--- src/rtl/sar_pkg.sv ---
package sar_pkg;
    typedef enum logic [1:0] {
        MODE_ONCE      = 2'd0,
        MODE_REPEAT    = 2'd1,
        MODE_SWEEP     = 2'd2,
        MODE_SWEEP_RPT = 2'd3
    } sar_mode_e;
endpackage

--- src/rtl/sar_clkdiv.sv ---
module sar_clkdiv #(
    parameter int SEL_W = 2
) (
    input  logic             clk,
    input  logic             rst_n,
    input  logic             clr,
    input  logic [SEL_W-1:0] sel,
    output logic             tick
);
    localparam int CNT_W = 2;

    logic [CNT_W-1:0] cnt_d, cnt_q, limit;

    always_comb begin
        case (sel)
            2'd0:    limit = CNT_W'(0);
            2'd1:    limit = CNT_W'(1);
            default: limit = CNT_W'(3);
        endcase
        tick  = !clr && (cnt_q == limit);
        cnt_d = (clr || tick) ? '0 : cnt_q + CNT_W'(1);
    end

    always_ff @(posedge clk or negedge rst_n) begin
        if (!rst_n) cnt_q <= '0;
        else        cnt_q <= cnt_d;
    end

    // a divided clock never ticks on two cycles in a row
    assert_tick_gap_R3: assert property (@(posedge clk) disable iff (!rst_n)
        (tick && sel != 2'd0) |=> !tick);
endmodule

--- src/rtl/sar_resbank.sv ---
module sar_resbank #(
    parameter int NCH    = 8,
    parameter int BYTE_W = 8,
    parameter int HI_W   = 2
) (
    input  logic                     clk,
    input  logic                     rst_n,
    input  logic                     we_lo,
    input  logic                     we_hi,
    input  logic [$clog2(NCH)-1:0]   wchan,
    input  logic [BYTE_W-1:0]        lo,
    input  logic [HI_W-1:0]          hi,
    input  logic [$clog2(NCH):0]     raddr,
    output logic [BYTE_W-1:0]        rdata
);
    localparam int CH_W = $clog2(NCH);

    logic [BYTE_W-1:0] lo_arr [NCH];
    logic [HI_W-1:0]   hi_arr [NCH];

    for (genvar c = 0; c < NCH; c++) begin : g_ch
        logic [BYTE_W-1:0] lo_d, lo_q;
        logic [HI_W-1:0]   hi_d, hi_q;
        always_comb begin
            lo_d = lo_q;
            hi_d = hi_q;
            if (we_lo && wchan == CH_W'(c)) lo_d = lo;
            if (we_hi && wchan == CH_W'(c)) hi_d = hi;
        end
        always_ff @(posedge clk or negedge rst_n) begin
            if (!rst_n) begin
                lo_q <= '0;
                hi_q <= '0;
            end else begin
                lo_q <= lo_d;
                hi_q <= hi_d;
            end
        end
        assign lo_arr[c] = lo_q;
        assign hi_arr[c] = hi_q;
    end

    always_comb begin
        if (raddr[0]) rdata = BYTE_W'(hi_arr[raddr[CH_W:1]]);
        else          rdata = lo_arr[raddr[CH_W:1]];
    end

    // the odd byte is only ever written together with its even byte
    assert_hi_with_lo_R6: assert property (@(posedge clk) disable iff (!rst_n)
        we_hi |-> we_lo);
endmodule

--- src/rtl/sar_seq.sv ---
module sar_seq
    import sar_pkg::*;
#(
    parameter int NCH         = 8,
    parameter int RES_W       = 10,
    parameter int LO_W        = 8,
    parameter int BYTE_W      = 8,
    parameter int CYC_LO      = 49,
    parameter int CYC_HI      = 59,
    parameter int CYC_LO_SH   = 28,
    parameter int CYC_HI_SH   = 33
) (
    input  logic        clk,
    input  logic        rst_n,
    input  logic        cfg_ref_en,
    input  logic [1:0]  cfg_mode,
    input  logic [2:0]  cfg_chan,
    input  logic        cfg_res10,
    input  logic        cfg_sh,
    input  logic [1:0]  cfg_div,
    input  logic        start_set,
    input  logic        start_clr,
    output logic        busy_o,
    output logic        done_o,
    output logic        ladder_off_o,
    output logic [2:0]  ain_sel_o,
    output logic [9:0]  dac_code_o,
    input  logic        cmp_i,
    input  logic [3:0]  rd_addr,
    output logic [7:0]  rd_data
);
    localparam int CH_W  = $clog2(NCH);
    localparam int CNT_W = $clog2(CYC_HI + 1);
    localparam int HI_W  = RES_W - BYTE_W;
    localparam logic [RES_W-1:0] MSB_ONE = {1'b1, {(RES_W-1){1'b0}}};

    typedef struct packed {
        logic             run;
        logic [CNT_W-1:0] cnt;
        logic [CH_W-1:0]  chan;
        logic [CH_W-1:0]  last;
        sar_mode_e        mode;
        logic             res10;
        logic             sh;
        logic [1:0]       div;
        logic [RES_W-1:0] sar;
        logic             done;
    } st_t;

    st_t st_d, st_q;

    logic             tick;
    logic [CNT_W-1:0] total, nbits, samp, k;
    logic             in_trial, finish;
    logic [RES_W-1:0] dac_code, sar_new;
    logic [BYTE_W-1:0] wr_lo;
    logic [HI_W-1:0]   wr_hi;

    sar_clkdiv #(.SEL_W(2)) u_div (
        .clk   (clk),
        .rst_n (rst_n),
        .clr   (!st_q.run),
        .sel   (st_q.div),
        .tick  (tick)
    );

    always_comb begin
        if (st_q.res10) total = st_q.sh ? CNT_W'(CYC_HI_SH) : CNT_W'(CYC_HI);
        else            total = st_q.sh ? CNT_W'(CYC_LO_SH) : CNT_W'(CYC_LO);
        nbits    = st_q.res10 ? CNT_W'(RES_W) : CNT_W'(LO_W);
        samp     = total - nbits;
        in_trial = st_q.run && (st_q.cnt >= samp);
        k        = st_q.cnt - samp;
        dac_code = in_trial ? (st_q.sar | (MSB_ONE >> k)) : '0;
        sar_new  = (in_trial && cmp_i) ? dac_code : st_q.sar;
        finish   = st_q.run && !start_clr && tick && (st_q.cnt == total - CNT_W'(1));
        wr_lo    = st_q.res10 ? sar_new[BYTE_W-1:0] : sar_new[RES_W-1 -: LO_W];
        wr_hi    = sar_new[RES_W-1:BYTE_W];

        st_d      = st_q;
        st_d.done = 1'b0;
        if (!st_q.run) begin
            if (start_set && cfg_ref_en) begin
                st_d.run   = 1'b1;
                st_d.cnt   = '0;
                st_d.sar   = '0;
                st_d.mode  = sar_mode_e'(cfg_mode);
                st_d.res10 = cfg_res10;
                st_d.sh    = cfg_sh;
                st_d.div   = cfg_div;
                st_d.last  = cfg_chan;
                st_d.chan  = cfg_mode[1] ? '0 : cfg_chan;
            end
        end else if (start_clr) begin
            st_d.run = 1'b0;
            st_d.cnt = '0;
            st_d.sar = '0;
        end else if (tick) begin
            st_d.sar = sar_new;
            if (finish) begin
                st_d.done = 1'b1;
                st_d.cnt  = '0;
                st_d.sar  = '0;
                if (st_q.mode[1] && st_q.chan != st_q.last)
                    st_d.chan = st_q.chan + CH_W'(1);
                else if (st_q.mode[0])
                    st_d.chan = st_q.mode[1] ? '0 : st_q.chan;
                else
                    st_d.run = 1'b0;
            end else begin
                st_d.cnt = st_q.cnt + CNT_W'(1);
            end
        end
    end

    always_ff @(posedge clk or negedge rst_n) begin
        if (!rst_n) begin
            st_q <= '{run: 1'b0, cnt: '0, chan: '0, last: '0, mode: MODE_ONCE,
                      res10: 1'b0, sh: 1'b0, div: '0, sar: '0, done: 1'b0};
        end else begin
            st_q <= st_d;
        end
    end

    sar_resbank #(.NCH(NCH), .BYTE_W(BYTE_W), .HI_W(HI_W)) u_bank (
        .clk   (clk),
        .rst_n (rst_n),
        .we_lo (finish),
        .we_hi (finish && st_q.res10),
        .wchan (st_q.chan),
        .lo    (wr_lo),
        .hi    (wr_hi),
        .raddr (rd_addr),
        .rdata (rd_data)
    );

    assign busy_o       = st_q.run;
    assign done_o       = st_q.done;
    assign ladder_off_o = !cfg_ref_en;
    assign ain_sel_o    = st_q.chan;
    assign dac_code_o   = dac_code;

    // a run only begins from an accepted request with the reference connected
    assert_start_gated_R2: assert property (@(posedge clk) disable iff (!rst_n)
        $rose(busy_o) |-> ($past(cfg_ref_en) && $past(start_set)));

    // the completion flag lasts exactly one cycle
    assert_done_pulse_R4: assert property (@(posedge clk) disable iff (!rst_n)
        done_o |=> !done_o);

    // a single conversion leaves the run flag clear when it completes
    assert_once_ends_R8: assert property (@(posedge clk) disable iff (!rst_n)
        (done_o && st_q.mode == MODE_ONCE) |-> !busy_o);

    // inside a run the input only steps upward or wraps to zero in pass modes
    assert_sweep_order_R10: assert property (@(posedge clk) disable iff (!rst_n)
        (busy_o && $past(busy_o) && ain_sel_o != $past(ain_sel_o)) |->
        (st_q.mode[1] && (ain_sel_o == $past(ain_sel_o) + 3'd1 || ain_sel_o == 3'd0)));

    // no trial code is presented while idle
    assert_idle_dac_R5: assert property (@(posedge clk) disable iff (!rst_n)
        !busy_o |-> dac_code_o == '0);
endmodule

--- config.mk ---
export PLATFORM = sky130hd
export DESIGN_NAME = sar_seq
export DESIGN_NICKNAME = d
export VERILOG_FILES = /design/src/rtl/sar_pkg.sv /design/src/rtl/sar_clkdiv.sv /design/src/rtl/sar_resbank.sv /design/src/rtl/sar_seq.sv
export SDC_FILE = /design/constraint.sdc
export NUM_CORES = 1
export LEC_CHECK = 0
export CORE_UTILIZATION = 42
export CTS_CLUSTER_DIAMETER = 150
export DETAILED_ROUTE_END_ITERATION = 10
export SLEW_MARGIN = 30
export SYNTH_ARGS = -nofsm -noshare
export SYNTH_HDL_FRONTEND = slang
export SYNTH_HIERARCHICAL = 1
export SYNTH_SLANG_ARGS = --single-unit
export TNS_END_PERCENT = 20
--- constraint.sdc ---
create_clock -name clk -period 3.3 [get_ports clk]
set_input_delay 0.495 -clock clk [delete_from_list [all_inputs] [get_ports clk]]
set_output_delay 0.495 -clock clk [all_outputs]
set_load 0.01 [all_outputs]
==> results.yml, run 1 <==
run_status:
  status: "finished, final reports clean"
layout:
  nets: 622
  final_common_cell: "dfrtp_1"
  final_layout_size_suffix_gt1_share_pct: 45.44
  n_antenna_cell: 0
  area_growth_pct: 26.50
  multi_input_area_mm2: 0.003430
  regArea_mm2: 0.002804
  most-common-layout-cells: "dfrtp_1, mux2_2, buf_4"
  postLayoutCellArea_mm2: 0.007692
  n_fill_cell: 1193
  final_util_pct: 54.99
cts:
  clock_latency_ps: 360
  cts_sinks: 112
  cts_tree: "yes"
  hold_buffers: 0
  cts_made_buffers: 9
  ctsRootBufferMaster: "clkbuf_16"
  cts_max_level: 3
  clockBufferDepth: 2
  clk_pin_slew_worst_paths_ps: 70
critical_path:
  cp_max_fo: 4
  slowest_stage: "dfrtp_1"
  crit_type: "reg -> out"
  crit_path_end: "dac_code_o[3]"
  cp_slowest_stage_delay_ps: 420
  worstPathArrival_ps: 2770
  endpoint_kind: "output pin"
  r2r_cells: 15
  startpoint: "st_q[14]$_DFFE_PN0P_"
  reg2reg_from: "st_q[14]$_DFFE_PN0P_"
  critPathLaunchType: "flop"
  required_ps: 2800
  r2r-end: "u_bank/g_ch[0].lo_q[1]$_DFFE_PN0P_"
  r2r_setup_slack_ps: 70
  cp_cell_sequence: "buf_4 -> ha_4 -> xnor2_4 -> ha_4 -> a21o_4 -> a21o_4 -> o211ai_1 -> a211oi_2 -> buf_4 -> a21oi_2 -> nor2_1 -> buf_2"
synth:
  syn-num-nets: 527
  synthDistinctLibCells: 67
  ys_ff_latch: 112
  synthArstFlopShare_pct: 100.0
  syn_inst: 494
  synth_edf_count: 0
  synth_area_mm2: 0.006081
  ys.warnings.count: 6
  yosysSeqAreaShare_pct: 46.09
  syn_area_per_cell_um2: 12.31
  ys.flop_type: "dfrtp_1"
pwr:
  power_density_mw_per_mm2: 454.2
  irDropWorstVdd_uv: 340.2
  finalPower_w: 0.003494
  total_leakage_power_nw: 3.473
routing:
  first_pass_iters: 4
  drtIter0Drc: 229
  drc: 0
  drt-total-wl_um: 14670
  ant_nets: 0
  routedWlPerCell_um: 19.00
  routed_via_density: 5.551
  vias: 4285
floorplan:
  die-area_mm2: 0.01496
  ios: 43
  die_x_um: 122.3
  die_y_um: 122.3
  core-area_mm2: 0.01399
  initial_utilization_pct: 43.47
  fp-row-count: 43
global_route:
  grt_antenna_before_repair: 0
  grt_pass1_wl_um: 23410
  grt_pass1_vias: 4324
  overflow: 0
  track_usage_pct: 20.81
  grt_max_degree: 72
placement:
  placed_area_mm2: 0.006977
  globalplace.congestion: 0.9381
  dpl.hpwl_um: 9905
  io_buffer_count: 42
job:
  drv_cap: 0
timing:
  skew_ps: 11.61
  timing.slew.headroom_pct: 52.57
  finalCriticalPeriod_ps: 3260
  hold_ws_ps: 127.6
  setup_viol: 0
  clock.fmax_ghz: 0.3067
  rsz0062_at_grt: "yes"
  worst_pin_slew_ps: 711.4
  hold_violations: 0
  post-route-period-util_pct: 98.79
  final_max_slew_viol_count: 0
hold_path:
  hp-class: "in -> async"
## timing repair
action                                  in CTS  in global routing
pin swaps                                   15                 19
endpoints found under the setup margin      90                 90
hold endpoints to repair                     0                  0
resized for setup                           75                 39
setup buffers                               12                  4
## power breakdown
group,total [W],switching (W),internal [W],leakage [nW]
Sequential,0.00146,0.0000585,0.00141,1.54
Combinational,0.00100,0.000526,0.000478,1.80
Clock,0.00103,0.000512,0.000514,0.130
Total,0.00349,0.00110,0.00240,3.47
## layout make-up
class / instances / area share, %
well taps: 180 / 2.928
inverters: 20 / 1.057
multi-input cells: 342 / 44.58
repair buffers: 104 / 11.52
clock buffers: 9 / 2.928
clock inverters: 5 / 0.5368
flip-flops and latches: 112 / 36.45
## per-layer routing
metal,track usage [%],routed length [um],vias up
met1,29.73,7056,2210
met4,6.936,269,0
met3,2.463,302,19
met5,0,0,-
met2,32.83,7038,52
li1,-,-,2004
## logic make-up after synthesis
family,count (synthesis),share of synthesized area (%)
and+or+nand+nor,120,11.09
muxes,122,26.03
DFF,112,46.09
buffers and inverters,40,3.498
adders and majority gates,14,3.004
AOI/OAI and AO/OA,75,8.704
xor gates and xnor gates,11,1.584
## per-stage QoR
stage | setup WS, ps | TNS [ps] | cells
floorplan | 103.9 | 0 | 494
global placement | -170.7 | -4313 | 743
detailed placement | -204.7 | -7462 | 743
CTS | -25.62 | -137.9 | 769
global route | -58.89 | -863.8 | 772
finish | 39.81 | 0 | 772
## worst max-delay path, delay by kind of cell (launching register included)
| family | cells | cell delay [ps] |
|---|---|---|
| DFF | 1 | 420 |
| adders and majority gates | 2 | 360 |
| xor gates and xnor gates | 1 | 150 |
| buffers and inverters | 3 | 450 |
| and+or+nand+nor | 1 | 60 |
| AOI/OAI and AO/OA | 5 | 950 |
## flip-flops by register name, summed over array words and instances (netlist names)
signal,flops
u_div/cnt_q,2
ain_sel_o,3
u_bank/g_ch.hi_q,16
st_q,25
done_o,1
u_bank/g_ch.lo_q,64
busy_o,1
## how the worst min path moves through the flow
stage	start	endpoint	slack, ps	depth (start not counted)
floorplan	rst_n	ain_sel_o[0]$_DFFE_PN0P_	200	0
global placement	u_bank/g_ch[7].lo_q[6]$_DFFE_PN0P_	u_bank/g_ch[7].lo_q[6]$_DFFE_PN0P_	480	1
detailed placement	u_bank/g_ch[7].lo_q[1]$_DFFE_PN0P_	u_bank/g_ch[7].lo_q[1]$_DFFE_PN0P_	490	1
CTS	rst_n	u_bank/g_ch[2].hi_q[1]$_DFFE_PN0P_	150	1
global route	rst_n	u_bank/g_ch[5].lo_q[6]$_DFFE_PN0P_	170	1
finish	rst_n	u_bank/g_ch[6].hi_q[1]$_DFFE_PN0P_	130	1
## synthesized netlist by cell type (all sizes together) (2+ instances only)
cell type / count / area share, %
a21oi: 25 / 2.1
mux2i: 13 / 2.1
and2: 2 / 0.21
a41oi: 5 / 0.84
o31ai: 3 / 0.60
o21ai: 16 / 1.6
nor2: 32 / 2.3
nor2b: 6 / 0.62
a21o: 3 / 0.39
o211a: 2 / 0.33
nand2b: 8 / 0.86
nand4b: 2 / 0.39
nand3: 15 / 1.5
a211oi: 4 / 0.74
dfrtp: 112 / 46
xor2: 3 / 0.43
and2b: 3 / 0.39
ha: 13 / 2.7
inv: 19 / 1.2
nor3: 10 / 1.3
a22oi: 5 / 0.62
mux4: 20 / 7.4
xnor2: 8 / 1.2
clkbuf: 6 / 0.37
buf: 14 / 1.9
and3: 3 / 0.33
nand2: 25 / 1.5
a31oi: 5 / 0.51
nand4: 6 / 0.72
nand3b: 2 / 0.25
mux2: 89 / 16
Power figures use the tool's default switching activity.
==> run 2: changes to the inputs <==
==> constraint.sdc (replaced) <==
create_clock -name clk -period 3.3 [get_ports clk]
set_input_delay 0.66 -clock clk [delete_from_list [all_inputs] [get_ports clk]]
set_output_delay 0.66 -clock clk [all_outputs]
set_load 0.01 [all_outputs]
==> run 2 against run 1 <==
  * The run now ends with setup timing left
  * Fmax down 4.5%
  * Non-clock buffer count increased by 12
  * Sequential cell count unchanged
  * Count of clock-buffer cells in the layout increased by 3
  * Global-route usage rose by 0.36 points
  * Largest cell class unchanged
  * Largest power group unchanged
==> results.yml, run 2 (synthesis results as in run 1) <==
timing:
  final_max_slew_viol_count: 0
  clock.fmax_ghz: 0.2931
  worst_pin_slew_ps: 689.4
  timing.slew.headroom_pct: 54.04
  skew_ps: 7.520
  setup_slack_ps: -112.1
  hold_ws_ps: 318.7
  hold_violations: 0
  post-route-period-util_pct: 103.4
  finalSetupTns_ps: -953.9
  finalCriticalPeriod_ps: 3412
  setup_viol: 10
  rsz0062_at_grt: "yes"
cts:
  cts_sinks: 112
  ctsRootBufferMaster: "clkbuf_16"
  cts_made_buffers: 9
  clk_pin_slew_worst_paths_ps: 70
  clock_latency_ps: 350
  clockBufferDepth: 2
  cts_tree: "yes"
  cts_max_level: 3
critical_path:
  cp_slowest_stage_delay_ps: 480
  endpoint_kind: "output pin"
  critPathLaunchType: "flop"
  worstPathArrival_ps: 2750
  r2r_setup_slack_ps: 20
  cp_max_fo: 5
  crit_type: "reg -> out"
  slowest_stage: "dfrtp_2"
  path_buf_inv: 4
  required_ps: 2640
  cp_cell_sequence: "ha_4 -> inv_2 -> ha_4 -> inv_4 -> fa_2 -> or2_4 -> nor2_4 -> o21ai_1 -> nor2_2 -> buf_6 -> a31oi_4 -> nor2_2 -> buf_2"
  crit_family: "simple AND/OR/NAND/NOR gates"
floorplan:
  initial_utilization_pct: 43.47
  core-area_mm2: 0.01399
  die_x_um: 122.3
  die-area_mm2: 0.01496
  die_y_um: 122.3
  fp-row-count: 43
  ios: 43
routing:
  routedWlPerCell_um: 18.97
  ant_nets: 0
  drc: 0
  first_pass_iters: 4
  routed_via_density: 5.573
  vias: 4375
  drtIter0Drc: 278
  drt-total-wl_um: 14890
pwr:
  total_leakage_power_nw: 3.592
  irDropWorstVdd_uv: 243.5
  power_density_mw_per_mm2: 447.5
  finalPower_w: 0.003500
layout:
  n_fill_cell: 1192
  n_antenna_cell: 0
  multi_input_area_mm2: 0.003422
  nets: 634
  area_growth_pct: 28.62
  final_common_cell: "dfrtp_1"
  final_layout_size_suffix_gt1_share_pct: 45.95
  largest_register: "u_bank/g_ch.lo_q"
  largest_register_ffs: 64
  regArea_mm2: 0.002804
  final_util_pct: 55.91
  reg.largest.list: "u_bank/g_ch.lo_q (64), st_q (25), u_bank/g_ch.hi_q (16)"
  most-common-layout-cells: "dfrtp_1, mux2_2, buf_4"
placement:
  pre_cts_ws_ps: -307.0
  globalplace.congestion: 0.7907
  io_buffer_count: 42
  dpl.hpwl_um: 10250
global_route:
  grt_antenna_before_repair: 0
  grt_max_degree: 76
  overflow: 0
  grt_pass1_wl_um: 23760
  grt_pass1_vias: 4406
  track_usage_pct: 21.16
job:
  drv_cap: 0
run_status:
  violations: "setup timing"
  status: "finished with violations"
hold_path:
  hp-class: "in -> async"
==> run 2: changes by cell type in the layout (fill, tap and decap cells not counted), sizes merged <==
| cell | before | now |
|---|---|---|
| buf | 73 | 85 |
| clkbuf | 9 | 12 |
| clkdlybuf4s50 | 31 | 23 |
| clkinv | 1 | 0 |
| dlygate4sd2 | 0 | 7 |
| dlymetal6s2s | 0 | 1 |
| inv | 22 | 21 |
==> run 2: where the power goes <==
part | internal [W] | switching [W]
clock network | 0.000556 | 0.000493
registers | 0.00141 | 0.0000599
logic | 0.000484 | 0.000502
total | 0.00244 | 0.00105
==> run 2: per-layer routing <==
layer	wire length (um)	vias up	share of wire (%)	track usage, %
met5	0	-	0	0
met4	238	0	1.6	7.622
met3	533	15	3.6	2.742
met2	7190	82	48	33.08
met1	6928	2243	47	30.15
li1	-	2035	-	-
==> run 2: repair_timing <==
| action | CTS | global route |
|---|---|---|
| hold buffers | 0 | 0 |
| pin swaps | 19 | 8 |
| setup buffers | 11 | 0 |
| resized for setup | 96 | 30 |
| hold endpoints to repair | 0 | 0 |
| setup endpoints to repair | 84 | 91 |
==> run 2: layout make-up <==
class	count	share of cell area (%)
clock buffers	12	3.279
clock inverters	3	0.3359
inverters	20	1.024
multi-input cells	342	43.75
flip-flops and latches	112	35.85
well taps	180	2.880
repair buffers	116	12.88
==> run 2: worst paths after layout <==
| check | startpoint | depth (start not counted) | end |
|---|---|---|---|
| min in group clk | u_bank/g_ch[2].lo_q[1]$_DFFE_PN0P_ | 1 | u_bank/g_ch[2].lo_q[1]$_DFFE_PN0P_ |
| worst max register to register | st_q[13]$_DFFE_PN0P_ | 16 | u_bank/g_ch[4].lo_q[6]$_DFFE_PN0P_ |
| worst max-delay path | st_q[13]$_DFFE_PN0P_ | 13 | dac_code_o[6] |
| worst min-delay path | rst_n | 1 | st_q[15]$_DFFE_PN0P_ |
| worst min register to register | u_bank/g_ch[2].lo_q[1]$_DFFE_PN0P_ | 1 | u_bank/g_ch[2].lo_q[1]$_DFFE_PN0P_ |
| max in group asynchronous | rst_n | 2 | st_q[13]$_DFFE_PN0P_ |
==> run 2: stage by stage <==
step	std cells	area, um^2
after floorplan	494	6082
after global placement	759	7109
after detailed placement	759	7109
after CTS	785	7632
after global routing	785	7821
final	785	7821
